### src/rtl/raster_pos_counter.sv
module raster_pos_counter #(
  parameter int XRES = 640,
  parameter int YRES = 480,
  parameter int CW   = 12,
  parameter int AW   = 2
) (
  input  logic          clk,
  input  logic          rst_n,
  input  logic          pix_en,
  input  logic          bus_sel,
  input  logic          bus_wr,
  input  logic [AW-1:0] bus_addr,
  input  logic [31:0]   bus_wdata,
  output logic [31:0]   bus_rdata,
  output logic          h_active,
  output logic          v_active,
  output logic          frame_start
);

  localparam logic [AW-1:0] A_POS  = AW'(0);
  localparam logic [AW-1:0] A_LIM  = AW'(1);
  localparam logic [AW-1:0] A_HWIN = AW'(2);
  localparam logic [AW-1:0] A_VWIN = AW'(3);
  localparam logic [CW-1:0] LAST_X = CW'(XRES - 1);
  localparam logic [CW-1:0] LAST_Y = CW'(YRES - 1);
  localparam int            PADP   = 31 - 2*CW;
  localparam int            PADW   = 32 - 2*CW;

  logic [CW-1:0] x, y, max_x, max_y, h_on, h_off, v_on, v_off;
  logic          frozen;

  wire adv   = pix_en & ~frozen;
  wire x_end = x >= max_x;
  wire y_end = y >= max_y;
  wire wr    = bus_sel & bus_wr;

  always_ff @(posedge clk or negedge rst_n) begin
    if (!rst_n) begin
      x           <= '0;
      y           <= '0;
      frame_start <= 1'b0;
    end else begin
      frame_start <= adv & x_end & y_end;
      if (adv) begin
        if (x_end) begin
          x <= '0;
          y <= y_end ? '0 : y + 1'b1;
        end else begin
          x <= x + 1'b1;
        end
      end
    end
  end

  always_ff @(posedge clk or negedge rst_n) begin
    if (!rst_n) begin
      frozen <= 1'b0;
      max_x  <= LAST_X;
      max_y  <= LAST_Y;
      h_on   <= '0;
      h_off  <= LAST_X;
      v_on   <= '0;
      v_off  <= LAST_Y;
    end else if (wr) begin
      case (bus_addr)
        A_POS:  frozen <= bus_wdata[31];
        A_LIM:  {max_y, max_x} <= bus_wdata[2*CW-1:0];
        A_HWIN: {h_on, h_off}  <= bus_wdata[2*CW-1:0];
        A_VWIN: {v_on, v_off}  <= bus_wdata[2*CW-1:0];
        default: ;
      endcase
    end
  end

  always_comb begin
    case (bus_addr)
      A_POS:   bus_rdata = {frozen, {PADP{1'b0}}, y, x};
      A_LIM:   bus_rdata = {{PADW{1'b0}}, max_y, max_x};
      A_HWIN:  bus_rdata = {{PADW{1'b0}}, h_on, h_off};
      A_VWIN:  bus_rdata = {{PADW{1'b0}}, v_on, v_off};
      default: bus_rdata = '0;
    endcase
  end

  assign h_active = (x >= h_on) && (x <= h_off);
  assign v_active = (y >= v_on) && (y <= v_off);

  AST_HOLD_WHEN_IDLE: assert property (@(posedge clk) disable iff (!rst_n)
    (!pix_en || frozen) |=> ($stable(x) && $stable(y)));

  AST_X_STEP: assert property (@(posedge clk) disable iff (!rst_n)
    (pix_en && !frozen && x < max_x) |=> (x == $past(x) + 1'b1));

  AST_X_WRAP: assert property (@(posedge clk) disable iff (!rst_n)
    (pix_en && !frozen && x >= max_x) |=> (x == '0));

  AST_FRAME_AT_ORIGIN: assert property (@(posedge clk) disable iff (!rst_n)
    frame_start |-> (x == '0 && y == '0));

  AST_FREEZE_LOAD: assert property (@(posedge clk) disable iff (!rst_n)
    (bus_sel && bus_wr && bus_addr == A_POS) |=> (frozen == $past(bus_wdata[31])));

endmodule

### config.mk
export PLATFORM = sky130hd
export DESIGN_NAME = raster_pos_counter
export DESIGN_NICKNAME = d
export VERILOG_FILES = /design/src/rtl/raster_pos_counter.sv
export SDC_FILE = /design/constraint.sdc
export NUM_CORES = 1
export LEC_CHECK = 0
export ABC_CLOCK_PERIOD_IN_PS = 3200
export BUFFER_PORTS_ARGS = -buffer_cell sky130_fd_sc_hd__buf_2
export CORE_MARGIN = 1.5
export CORE_UTILIZATION = 35
export CTS_BUF_LIST = sky130_fd_sc_hd__clkbuf_8
export CTS_CLUSTER_SIZE = 14
export DETAILED_ROUTE_END_ITERATION = 16
export HOLD_SLACK_MARGIN = 0.15
export SETUP_SLACK_MARGIN = 0.02
export SLEW_MARGIN = 5
export SYNTH_ARGS = -nofsm -noshare
export SYNTH_HDL_FRONTEND = slang
export SYNTH_SLANG_ARGS = --single-unit
### constraint.sdc
create_clock -name clk -period 3.2 [get_ports clk]
set_clock_uncertainty 0.2 [all_clocks]
set_input_delay 0.16 -clock clk [delete_from_list [all_inputs] [get_ports clk]]
set_output_delay 0.16 -clock clk [all_outputs]
set_load 0.02 [all_outputs]
==> results of run 1 <==
placed cells by master (no fill, tap or decap), types with 15 or more instances in the layout:
cell type      netlist  routed
dfrtp_1             66      66
mux2_2              74      74
inv_1               71      74
buf_2                3      58
mux4_2              24      24
nand2_1             15      15
a21o_1              25      25
dlygate4sd3_1        0      28
dfstp_2             32      32
a21oi_1             20      20
ha_1                74      74
nor2_1              19      19
nand4_1             15      15
o21ai_0             15      15
through the flow:
| stage | hold slack, ns | setup WS (ns) | instances | total power (W) | util |
|---|---|---|---|---|---|
| global route | 0.230 | 0.0269 | 883 | 0.00433 | 0.415 |
| CTS | 0.174 | 0.0696 | 883 | 0.00407 | 0.414 |
| floorplan | -0.336 | 0.792 | 561 | 0.00275 | - |
| finish | 0.164 | 0.190 | 883 | 0.00402 | 0.415 |
| detailed placement | 0.0577 | 0.223 | 839 | 0.00323 | 0.388 |
| global placement | 0.0394 | 0.217 | 839 | 0.00315 | 0.388 |
layout make-up:
class / count / area (um2)
Fill cell: 1741 / 10500
Timing Repair Buffer: 100 / 688
Multi-Input combinational cell: 369 / 3500
Tap cell: 229 / 287
Clock buffer: 9 / 124
Clock inverter: 7 / 62.6
Inverter: 71 / 267
Sequential cell: 98 / 2490
critical path, cell delays in order (launching register included):
cell and delay [ns]:
dfstp_2 0.55, inv_1 0.04, ha_1 0.28, a21o_1 0.18, a21o_1 0.17, a21oi_1 0.20
nor2_1 0.06, a2111oi_0 0.36, o22a_1 0.24, buf_2 0.18
layer usage:
metal  track usage  up-vias  wire, um
met1         0.241     2250      7450
met3        0.0213       16       465
met4        0.0608        0       252
met2         0.298       72      7470
met5             0        -         0
li1              -     2172         -
flip-flops by register name, summed over array words and instances (netlist names):
register and flops:
h_off 12, y 12, frozen 1, v_off 12
max_y 12, x 12, frame_start 1, v_on 12
max_x 12, h_on 12
logic make-up (layout without fill, tap and decap cells):
kind of cell             count (synthesis)  after routing
multiplexers                            98             98
flip-flops                              98             98
buffers and inverters                   94            187
AND/OR/NAND/NOR                         93             93
AO/OA/AOI/OAI                           88             88
adder cells (fa/ha/maj)                 74             74
XOR/XNOR                                 9              9
other                                    1              7
repair_timing:
item | in CTS | in global routing
hold buffers | 28 | 0
setup endpoints to repair | 0 | 8
endpoints found under the hold margin | 160 | 0
resized for setup | 0 | 2
where the power goes:
| group | internal, W | leakage [nW] | switching, W |
|---|---|---|---|
| Clock | 0.000355 | 0.103 | 0.000439 |
| Combinational | 0.000706 | 2.46 | 0.000721 |
| Sequential | 0.00155 | 1.15 | 0.000251 |
| Total | 0.00261 | 3.71 | 0.00141 |
cell usage after synthesis, drive strengths merged (2+ instances only):
master / instances
a22o: 9
buf: 11
nand4b: 2
o22ai: 2
a2111oi: 3
and2: 2
o22a: 2
mux4: 24
or3: 2
nand2b: 6
dfrtp: 66
and3: 10
nor2: 19
nand3: 2
nand2: 15
o211ai: 2
nor2b: 9
nand4: 15
xor2: 6
ha: 74
clkbuf: 12
a31o: 2
xnor2: 3
nor3: 6
dfstp: 32
inv: 71
mux2: 74
o21ai: 15
a21o: 25
or2: 2
a21oi: 20
path summary, 6_finish.rpt:
| path | from | to |
|---|---|---|
| setup / recovery | h_off[5]$_DFFE_PN1P_ | h_active |
| hold / removal | rst_n | v_on[2]$_DFFE_PN0P_ |
| setup reg to reg | y[0]$_DFFE_PN0P_ | y[5]$_DFFE_PN0P_ |
| hold reg to reg | max_x[10]$_DFFE_PN0P_ | max_x[10]$_DFFE_PN0P_ |
| max in group asynchronous | rst_n | v_off[8]$_DFFE_PN1P_ |
| min in group clk | max_x[10]$_DFFE_PN0P_ | max_x[10]$_DFFE_PN0P_ |
==> run_results.csv, run 1 <==
group,metric,value,unit
drt,drc,0,
sta,tns,0,ns
clock_tree,postCtsSetupBuffers,0,
synth,synth-simple-area-share,0.0782,
setup_path,r2r_cells,9,
drt,wl,15600,um
sta,drv_slew,0,
final_layout,final_area,7420,um2
synth,synth_mux_area_frac,0.216,
grt,grtUsageTotal,0.179,
synth,synth-seq-area-share,0.392,
drt,wl_per_cell,17.7,um
die,die_w,138,um
final_layout,diodes,0,
place,hpwl,11700,um
synth,synth_area,6350,um2
clock_tree,clk_path_buf_depth,2,
die,pin_count,74,
die,row_count,49,
grt,antenna_found_initial,0,
synth,synth_top_area_share,0.260,
grt,gr-total-overflow,0,
setup_path,rrSetupSlack,0.22,ns
setup_path,cp-start-kind,"flip-flop",
clock_tree,cts_sinks,98,
final_layout,drive_gt1_frac,0.333,
synth,avgSynthCellArea,11.4,um2
synth,yosysWarnings,0,
die,start_util,0.355,
grt,grt_pass1_vias,4832,
synth,ys_seq_elements,98,
die,die_area,19000,um2
sta,hold_viol,0,
synth,synth_top_family_by_area,"multiplexers",
sta,tightest_slew,0.746,ns
pwr,vdd_drop_max,217,uV
synth,synth-edff-count,0,
pwr,p_per_area,542,nW/um2
sta,slew_headroom,0.503,
clock_tree,cts.clk_slew.worst_paths,0.10,ns
sta,finalCritPeriodShare,0.941,
clock_tree,cts_buffers,9,
die,fp.dieH,138,um
synth,async_flop_share,1.00,
synth,synth_area_leader_cell,"dfrtp_1",
drt,firstDrtPassIters,4,
place,gp_congestion,0.852,
synth,synth_cells,555,
drt,ant_nets,0,
synth,synth_compound_area_frac,0.0940,
synth,ys.flop_type,"dfrtp_1",
grt,grt_max_degree,55,
final_layout,syn2layout_area_growth,16.8,%
die,coreArea,17900,um2
sta,rsz0062_at_grt,"no",
min_path,hold_path_class,"in2async",
place,placed_area,6950,um2
synth,yosys.area_share.adder,0.146,
clock_tree,insertion_delay,0.39,ns
drt,via_per_inst,5.11,
setup_path,cp_max_fo,3,
sta,fin_crit,3.01,ns
setup_path,cp.required,2.84,ns
place,port_buffers,59,
synth,synthXorXnorAreaFrac,0.0124,
clock_tree,root_buffer,"clkbuf_8",
clock_tree,h-tree-depth,3,
sta,max_freq,0.332,GHz
outcome,status,"complete, no violations",
setup_path,arrival,2.65,ns
grt,grt_pass1_wl,25600,um
final_layout,nNetsFinal,762,
setup_path,end_kind,"primary output",
pwr,p_leak,3.71,nW
sta,setup_viol,0,
synth,synthTopCellsByArea,"dfrtp_1 (26%), ha_1 (15%), dfstp_2 (13%)",
clock_tree,cts_tree,"yes",
setup_path,critPathKind,"reg2out",
synth,synth_cell_type_count,46,
drt,drt_iter0_markers,148,
drt,via_count,4510,
run,drv_cap,0,
(Power assumes the default switching activity.)
==> inputs of run 2 (changes only) <==
--- a/config.mk
+++ b/config.mk
@@ -5,10 +5,10 @@
 export SDC_FILE = /design/constraint.sdc
 export NUM_CORES = 1
 export LEC_CHECK = 0
-export ABC_CLOCK_PERIOD_IN_PS = 3200
+export ABC_CLOCK_PERIOD_IN_PS = 3800
 export BUFFER_PORTS_ARGS = -buffer_cell sky130_fd_sc_hd__buf_2
 export CORE_MARGIN = 1.5
-export CORE_UTILIZATION = 35
+export CORE_UTILIZATION = 30
 export CTS_BUF_LIST = sky130_fd_sc_hd__clkbuf_8
 export CTS_CLUSTER_SIZE = 14
 export DETAILED_ROUTE_END_ITERATION = 16
==> constraint.sdc (replaced) <==
create_clock -name clk -period 3.8 [get_ports clk]
set_clock_uncertainty 0.2 [all_clocks]
set_input_delay 0.19 -clock clk [delete_from_list [all_inputs] [get_ports clk]]
set_output_delay 0.19 -clock clk [all_outputs]
set_load 0.02 [all_outputs]
==> run_results.csv, run 2 (same netlist as run 1, synthesis figures left out) <==
group,metric,value,unit
clock_tree,cts_sinks,98,
die,pin_count,74,
outcome,status,"complete, no violations",
drt,firstDrtPassIters,4,
drt,ant_nets,0,
die,die_w,149,um
sta,finalCritPeriodShare,0.837,
pwr,p_leak,3.68,nW
final_layout,final_cells,924,
pwr,vdd_drop_max,180,uV
setup_path,arrival,3.29,ns
final_layout,regArea,2490,um2
clock_tree,root_buffer,"clkbuf_8",
final_layout,diodes,0,
grt,grtUsageTotal,0.153,
drt,via_per_inst,4.86,
final_layout,utilization,0.355,
sta,max_freq,0.314,GHz
sta,setup_viol,0,
clock_tree,h-tree-depth,3,
sta,drv_slew,0,
final_layout,syn2layout_area_growth,16.9,%
drt,wl,15500,um
clock_tree,cts_buffers,9,
sta,tightest_slew,0.922,ns
place,gp_congestion,0.797,
drt,via_count,4492,
clock_tree,clk_path_buf_depth,2,
place,port_buffers,59,
grt,grt_max_degree,64,
setup_path,critPathKind,"reg2reg",
place,dp_cells,880,
final_layout,nNetsFinal,757,
grt,antenna_found_initial,0,
final_layout,drive_gt1_frac,0.330,
grt,grt_pass1_wl,25900,um
drt,wl_per_cell,16.8,um
setup_path,cp.required,3.91,ns
die,row_count,53,
min_path,hold_path_class,"in2async",
clock_tree,cts.clk_slew.worst_paths,0.09,ns
run,drv_cap,0,
place,hpwl,11200,um
die,coreArea,20900,um2
sta,rsz0062_at_grt,"no",
setup_path,cp_max_fo,13,
setup_path,end_kind,"flip-flop",
grt,grt_pass1_vias,4614,
final_layout,multi_input_area,3500,um2
final_layout,final_area,7430,um2
place,placed_area,6960,um2
sta,tns,0,ns
die,fp.dieH,149,um
sta,slew_headroom,0.385,
sta,hold_viol,0,
pwr,power,0.00337,W
drt,drt_iter0_markers,206,
sta,fin_crit,3.18,ns
die,die_area,22100,um2
die,start_util,0.304,
setup_path,cp-start-kind,"flip-flop",
grt,gr-total-overflow,0,
final_layout,fill_cells,2126,
pwr,p_per_area,454,nW/um2
final_layout,final_cell_mix,"mux2_2 (74), ha_1 (74), inv_1 (73)",
clock_tree,cts_tree,"yes",
clock_tree,insertion_delay,0.39,ns
clock_tree,cts-resized-gates,0,
drt,drc,0,
## run 2: final timing paths
path | end | depth (start not counted) | startpoint | slack, ns
min reg2reg | v_on[4]$_DFFE_PN0P_ | 1 | v_on[4]$_DFFE_PN0P_ | 0.33
min | v_on[10]$_DFFE_PN0P_ | 2 | rst_n | 0.26
max | y[11]$_DFFE_PN0P_ | 8 | y[0]$_DFFE_PN0P_ | 0.62
max in group asynchronous | max_x[9]$_DFFE_PN1P_ | 3 | rst_n | 2.28
min in group clk | v_on[4]$_DFFE_PN0P_ | 1 | v_on[4]$_DFFE_PN0P_ | 0.33
max reg2reg | y[11]$_DFFE_PN0P_ | 8 | y[0]$_DFFE_PN0P_ | 0.62
## run 2: power breakdown
part | leakage [nW] | internal [W] | switching (W) | total (W)
Combinational | 2.43 | 0.000582 | 0.000587 | 0.00117
Clock | 0.0976 | 0.000298 | 0.000382 | 0.000680
Sequential | 1.15 | 0.00131 | 0.000215 | 0.00152
## run 2: cell type report
class | instances | area share
clock buffers | 9 | 0.0167
inverters | 71 | 0.0359
well taps | 275 | 0.0463
clock inverters | 7 | 0.00842
repair buffers | 95 | 0.0859
flip-flops and latches | 98 | 0.336
multi-input cells | 369 | 0.471
## run 2: worst max-delay path, stage by stage (launching register included)
cell	delay, ns
dfrtp_1	0.42
inv_1	0.15
ha_1	0.25
nand2b_1	0.14
a2111oi_0	0.75
o21ai_0	0.21
a31o_1	0.39
or4_1	0.51
o221ai_1	0.08
## run 2: what timing repair did
action / in CTS / in global routing
buffers inserted: 0 / 0
hold buffers: 28 / 0
endpoints found under the hold margin: 121 / 0
## run 2: layer usage
layer	routed length [um]	part of all wire	up-vias	track usage
met1	7950	0.51	2229	0.222
met3	587	0.038	10	0.0331
met5	0	0	-	0
met2	6840	0.44	89	0.232
met4	155	0.010	0	0.0342
li1	-	-	2164	-
## run 2: metrics by stage
stage	setup slack, ns	hold WS, ns
3_5_place_dp	0.720	0.161
2_1_floorplan	1.39	-0.306
3_3_place_gp	0.717	0.150
4_1_cts	0.662	0.288
5_1_grt	0.497	0.322
6_report	0.619	0.260
